**src/rtl/spi_cs_ctrl.sv**
```systemverilog
module spi_cs_ctrl #(
  parameter int NUM_CS = 4,
  localparam int IDX_W = $clog2(NUM_CS)
) (
  input  logic              clk,
  input  logic              rst_n,
  input  logic [IDX_W-1:0]  dev_sel,
  input  logic              manual_en,
  input  logic              manual_lvl,
  input  logic              act_low,
  input  logic              xfer_start,
  input  logic              xfer_busy,
  output logic [NUM_CS-1:0] cs_line
);

  logic [IDX_W-1:0]  dev_q;
  logic [IDX_W-1:0]  dev_eff;
  logic              engaged;
  logic              sel_lvl;
  logic [NUM_CS-1:0] cs_nxt;

  assign dev_eff = xfer_busy ? dev_q : dev_sel;
  assign engaged = xfer_start | xfer_busy;
  assign sel_lvl = manual_en ? manual_lvl : (act_low ^ engaged);

  for (genvar i = 0; i < NUM_CS; i++) begin : g_line
    assign cs_nxt[i] = (dev_eff == IDX_W'(i)) ? sel_lvl : act_low;
  end

  always_ff @(posedge clk or negedge rst_n) begin
    if (!rst_n) begin
      dev_q   <= '0;
      cs_line <= '1;
    end else begin
      dev_q   <= dev_eff;
      cs_line <= cs_nxt;
    end
  end


  reset_idle_chk: assert property (@(posedge clk) !rst_n |=> cs_line == '1);


  others_idle_chk: assert property (@(posedge clk) disable iff (!rst_n)
    1'b1 |=> $countones(cs_line ^ {NUM_CS{$past(act_low)}}) <= 1);


  auto_idle_chk: assert property (@(posedge clk) disable iff (!rst_n)
    (!manual_en && !engaged) |=> cs_line == {NUM_CS{$past(act_low)}});


  auto_active_chk: assert property (@(posedge clk) disable iff (!rst_n)
    (!manual_en && engaged) |=> cs_line[$past(dev_eff)] == !$past(act_low));


  manual_level_chk: assert property (@(posedge clk) disable iff (!rst_n)
    manual_en |=> cs_line[$past(dev_eff)] == $past(manual_lvl));


  index_hold_chk: assert property (@(posedge clk) disable iff (!rst_n)
    xfer_busy |=> $stable(dev_q));

endmodule

```
**config.mk**
```make
export PLATFORM = sky130hd
export DESIGN_NAME = spi_cs_ctrl
export DESIGN_NICKNAME = d
export VERILOG_FILES = /design/src/rtl/spi_cs_ctrl.sv
export SDC_FILE = /design/constraint.sdc
export NUM_CORES = 1
export LEC_CHECK = 0
export CAP_MARGIN = 20
export CORE_AREA = 2 2 39 41
export DETAILED_ROUTE_END_ITERATION = 12
export DIE_AREA = 0 0 41 43
export PLACE_DENSITY = 0.54
export SYNTH_ARGS = -nofsm -noshare
export SYNTH_HDL_FRONTEND = slang
export SYNTH_SLANG_ARGS = --single-unit
export TNS_END_PERCENT = 100
```
**constraint.sdc**
```tcl
create_clock -name clk -period 1.5 [get_ports clk]
set_input_delay 0.3 -clock clk [delete_from_list [all_inputs] [get_ports clk]]
set_output_delay 0.3 -clock clk [all_outputs]
set_load 0.005 [all_outputs]
```
==> results of run 1 <==
[cell usage in the layout (no fill, tap or decap), types with 2 or more instances in the layout]
| cell | netlist | final |
|---|---|---|
| dlygate4sd2_1 | 0 | 5 |
| buf_4 | 0 | 4 |
| mux2i_1 | 2 | 2 |
| mux2_2 | 2 | 2 |
| clkbuf_4 | 0 | 3 |
| dfrtp_1 | 2 | 2 |
| dfstp_2 | 4 | 4 |
| clkdlybuf4s50_1 | 0 | 7 |
| nor2_1 | 4 | 4 |
| inv_1 | 2 | 2 |
| mux2_1 | 2 | 2 |
[worst register-to-register path: cells and delay by family (launching register included)]
kind	cells	cell delay, ps
buffers and inverters	1	90
DFF	1	360
and+or+nand+nor	1	120
muxes	2	510
[final cells by class]
class,instances,share of cell area
well taps,16,0.0438
flip-flops and latches,6,0.340
repair buffers,16,0.315
inverters,2,0.0164
multi-input cells,14,0.227
clock buffers,4,0.0575
[registers in the layout, indices dropped and copies added, names as in the netlist]
name     count
cs_line      4
dev_q        2
[worst max path at each step]
stage / slack (ps) / to / from / depth (start not counted)
2_1_floorplan: 370 / cs_line[2]$_DFF_PN1_ / dev_q[0]$_DFF_PN0_ / 4
3_3_place_gp: -230 / cs_line[0]$_DFF_PN1_ / xfer_busy / 5
3_5_place_dp: -260 / cs_line[2]$_DFF_PN1_ / xfer_busy / 5
4_1_cts: 170 / cs_line[2]$_DFF_PN1_ / xfer_start / 5
5_1_grt: 110 / cs_line[2]$_DFF_PN1_ / xfer_start / 5
6_report: 190 / cs_line[2]$_DFF_PN1_ / xfer_start / 5
[timing repair]
item | in CTS | in global routing
endpoints found under the hold margin | 0 | 0
resized for setup | 5 | 0
buffers inserted | 0 | 0
setup endpoints to repair | 5 | 0
[layer usage]
metal | vias up | GRT usage
li1 | 115 | -
met1 | 102 | 0.102
met3 | 0 | 0.0471
met2 | 13 | 0.144
met4 | 0 | 0.0800
met5 | - | 0
[through the flow]
step,instance area (µm²),power [mW],setup slack [ps],instances,setup TNS (ps)
after floorplan,267,0.229,375,22,0
after global placement,437,0.298,-235,54,-802
after detailed placement,437,0.299,-259,54,-900
after CTS,457,0.460,168,58,0
after global routing,457,0.481,109,58,0
final,457,0.446,188,58,0
[power by group through the flow]
stage | sequential (mW) | combinational (mW) | clock [mW]
after global placement | 0.195 | 0.103 | 0
after global routing | 0.195 | 0.104 | 0.181
after detailed placement | 0.195 | 0.104 | 0
final | 0.193 | 0.0935 | 0.159
after floorplan | 0.196 | 0.0326 | 0
after CTS | 0.194 | 0.0957 | 0.170
[logic make-up after synthesis]
logic type,synth area share
flip-flops,0.582
AO/OA/AOI/OAI,0.0564
AND/OR/NAND/NOR,0.0892
multiplexers,0.244
buffers and inverters,0.0282
==> summary.txt, run 1 <==
Switching Share: 0.222
Switch Pwr: 0.0989 mW
Buf+Inv Stages, Crit Path: 2
Hold Vio Cnt, Final: 0
max_slew headroom: 0.830
Initial DRC Count: 1
clk buf depth: 2
clk sinks: 6
global-route wire length before repair: 1060 µm
EDFF count, synth: 0
initial antenna violation count: 0
share of layout cells above drive strength 1: 0.310
via count: 230
ys async rst share: 1.00
Tcrit/Tclk final: 0.875
gpl congestion: 0.741
worst reg2reg endpoint: cs_line[2]$_DFF_PN1_
Seq/Total Area, Yosys: 0.582
drt wl/cell: 11.2 µm
Max-Cap Viols: 0
synth cell count leaders: dfstp_2 (4), nor2_1 (4)
largest net degree at the start of global routing: 7
area taken by multi-input logic gates: 104 µm²
R2R Setup Slk: 340 ps
Post-Syn Nets: 31
die area: 1760 µm²
GRT overflow: 0
ant diodes: 0
critical path fanouts, max: 4
Hold WS: 288 ps
IO Count: 13
Starting Density: 0.193
Final setup viols: 0
fin. max-slew vios: 0
Pwr Density: 976 nW/µm²
Worst Tran Pin Value: 254 ps
Worst Path Required: 1660 ps
Synth top area share: 0.394
CTS root buf: clkbuf_4
max frequency: 0.762 GHz
crit path kind: in2reg
Startpoint Class: input port
Nets: 52
FF/Latch Area: 155 µm²
met3 WL: 85 µm
hold_buf cts: 0
drt first pass iters: 2
DR WL met2: 312 µm
status: finished clean
chip width: 41 µm
Synth Instances: 22
clock slew at reported path FFs: 50 ps
Final Util: 0.330
area grow syn2layout: 71.4%
Clk pwr share: 0.357
RSZ-0062 raised after global routing: false
DRC: 0
Netlist cell types: 11
Cell Int Power: 0.347 mW
worst reg2reg startpoint: dev_q[0]$_DFF_PN0_
r2r worst-path depth: 4
CP Cell Sequence: clkdlybuf4s50_1 > nor3_1 > o31ai_1 > buf_4 > mux2_1
Worst path slowest cell: clkdlybuf4s50_1
number of global-route vias before repair: 275
Worst-Skew Late Latency: 240 ps
cell taking the most area after synthesis: dfstp_2
via/cell ratio: 3.97
Metal-1 WL: 253 µm
Comb power frac: 0.210
Min-Delay Path Class: in2async
Crit path max-delay family: buffers and inverters
Core Footprint: 1380 µm²
Main synth FF type: dfstp_2
CTS tree: built
Max VDD drop: 0.473 mV
synth top area cells: dfstp_2 (39%), dfrtp_1 (19%), mux2_1 (8.5%)
Sequential Power Share: 0.433
post-route minimum period: 1310 ps
Post-DRT Antenna Nets: 0
total CTS buffers: 3
Total GRT Usage: 0.0991
mean area per synthesized cell: 12.1 µm²
Final Skew: 6.35 ps
detailed placement HPWL: 479 µm
input/output buffers: 12
Std-Cell Rows: 14
synthesized cell area: 267 µm²
CTS H-Tree Depth: 1
fill count: 155
Worst EP arrival: 1470 ps
Yosys reg bits: 6
synth warn: 0
Static Leak: 0.207 nW
Die Span Y: 43 µm
Top Metal Used: met3
CP Capture Type: flip-flop
largest stage delay on the critical path: 440 ps
wirelength, routed: 651 µm
Note: power is estimated with default switching activity, not from simulation.
==> run 2, diff against run 1 <==
Settings changed: DONT_BUFFER_PORTS set to 1, PLACE_DENSITY 0.54 to 0.42.
==> summary.txt, run 2 (synthesis results as in run 1) <==
chip width: 41 µm (unchanged)
Initial DRC Count: 1 (unchanged)
Die Span Y: 43 µm (unchanged)
Startpoint Class: flip-flop (was input port)
Starting Density: 0.193 (unchanged)
post-route worst setup slack: 250 ps (was 188 ps)
post-CTS setup buffers: 0 (unchanged)
Switching Share: 0.223 (was 0.222)
Sequential Power Share: 0.491 (was 0.433)
Worst path slowest cell: dfrtp_1 (was clkdlybuf4s50_1)
critical path fanouts, max: 3 (was 4)
biggest regs: cs_line x4, dev_q x2 (unchanged)
initial antenna violation count: 0 (unchanged)
IO Count: 13 (unchanged)
Cell Int Power: 0.310 mW (was 0.347 mW)
ant diodes: 0 (unchanged)
post-route minimum period: 1250 ps (was 1310 ps)
Clk pwr share: 0.403 (was 0.357)
Final Util: 0.233 (was 0.330)
CTS H-Tree Depth: 1 (unchanged)
Final setup viols: 0 (unchanged)
Worst-Skew Late Latency: 240 ps (about the same)
status: finished clean (unchanged)
Final Power: 0.399 mW (was 0.446 mW)
RSZ-0062 raised after global routing: false (unchanged)
Worst EP arrival: 1410 ps (was 1470 ps)
fin. max-slew vios: 0 (unchanged)
max_slew headroom: 0.695 (was 0.830)
Comb power frac: 0.106 (was 0.210)
largest net degree at the start of global routing: 7 (unchanged)
DRC: 0 (unchanged)
CTS tree: built (unchanged)
die area: 1760 µm² (unchanged)
number of global-route vias before repair: 173 (was 275)
global-route wire length before repair: 683 µm (was 1060 µm)
CP Cell Sequence: mux2i_1 > inv_1 > nor2_1 > mux2_2 (was clkdlybuf4s50_1 > nor3_1 > o31ai_1 > buf_4 > mux2_1)
Min-Delay Path Class: in2reg (was in2async)
Max VDD drop: 0.385 mV (was 0.473 mV)
wirelength, routed: 473 µm (was 651 µm)
max frequency: 0.800 GHz (was 0.762 GHz)
gpl congestion: 0.629 (was 0.741)
Switch Pwr: 0.0889 mW (was 0.0989 mW)
Total GRT Usage: 0.0659 (was 0.0991)
Largest Register: cs_line (unchanged)
Pwr Density: 1240 nW/µm² (was 976 nW/µm²)
fin cells: 43 (was 58)
Final Skew: 6.35 ps (about the same)
dpl cells: 38 (was 54)
clk buf depth: 2 (unchanged)
CP Capture Type: flip-flop (unchanged)
Worst Tran Pin Value: 453 ps (was 254 ps)
Hold Vio Cnt, Final: 0 (unchanged)
share of layout cells above drive strength 1: 0.333 (was 0.310)
GRT overflow: 0 (unchanged)
Std-Cell Rows: 14 (unchanged)
pre-CTS WS: 271 ps (was -259 ps)
Max-Cap Viols: 0 (unchanged)
drt first pass iters: 2 (unchanged)
most frequent cells in the layout: nor2_1 (4), dfstp_2 (4), clkbuf_4 (3) (was clkdlybuf4s50_1 (7), dlygate4sd2_1 (5), nor2_1 (4), dfstp_2 (4), buf_4 (4))
drt wl/cell: 11.0 µm (was 11.2 µm)
via/cell ratio: 4.07 (was 3.97)
crit path kind: reg2reg (was in2reg)
Worst Path Required: 1660 ps (about the same)
largest stage delay on the critical path: 350 ps (was 440 ps)
input/output buffers: 0 (was 12)
Core Footprint: 1380 µm² (unchanged)
clock slew at reported path FFs: 50 ps (about the same)
Tcrit/Tclk final: 0.833 (was 0.875)
total CTS buffers: 3 (unchanged)
Static Leak: 0.138 nW (was 0.207 nW)
post-route setup TNS: 0 ps (unchanged)
CTS root buf: clkbuf_4 (unchanged)
number of flip-flops in the largest register: 4 (unchanged)
via count: 175 (was 230)
area grow syn2layout: 21.1% (was 71.4%)
clk sinks: 6 (unchanged)
Post-DRT Antenna Nets: 0 (unchanged)
Nets: 37 (was 52)
[run 2: power groups by stage]
stage | clock network (mW) | registers [mW] | logic [mW]
floorplan | 0 | 0.196 | 0.0326
global placement | 0 | 0.198 | 0.0370
detailed placement | 0 | 0.198 | 0.0370
CTS | 0.172 | 0.196 | 0.0425
global route | 0.181 | 0.198 | 0.0476
finish | 0.161 | 0.196 | 0.0423
[run 2: worst max-delay path, delay by kind of cell (launching register included)]
| kind | cells | cell delay (ps) |
|---|---|---|
| buffers and inverters | 1 | 110 |
| AND/OR/NAND/NOR | 1 | 110 |
| multiplexers | 2 | 600 |
| flip-flops | 1 | 350 |
[run 2: cell type report]
type	instances	area (µm²)
clock buffer	4	26.3
sequential	6	155
inverter	2	7.51
tap	16	20.0
multi-input combinational	14	104
fill	154	1060
timing repair buffer	1	10.0
[run 2: worst paths after layout]
kind,from,to,cells after the start,slack (ps)
max,dev_q[1]$_DFF_PN0_,cs_line[1]$_DFF_PN1_,4,250
min,act_low,cs_line[2]$_DFF_PN1_,1,190
max reg2reg,dev_q[1]$_DFF_PN0_,cs_line[1]$_DFF_PN1_,4,250
min reg2reg,dev_q[0]$_DFF_PN0_,dev_q[0]$_DFF_PN0_,2,560
max in group asynchronous,rst_n,cs_line[1]$_DFF_PN1_,1,860
min in group asynchronous,rst_n,dev_q[1]$_DFF_PN0_,1,360
[run 2: routing by layer]
metal	part of all wire	routed length, µm	GRT usage	up-vias
met5	0	0	0	-
met4	0	0	0.0800	0
met3	0.12	59	0.0314	0
met2	0.39	185	0.0750	10
met1	0.48	228	0.0762	81
li1	-	-	-	84
[run 2: what timing repair did]
action | in CTS | in global routing
resized for setup | 0 | 0
hold buffers | 1 | 0
hold endpoints to repair | 6 | 0
[run 2: metrics by stage]
stage / cell area, µm² / hold slack [ps]
after floorplan: 267 / 4.41
after global placement: 287 / 4.62
after detailed placement: 287 / 4.63
after CTS: 323 / 185
after global routing: 323 / 191
final: 323 / 194
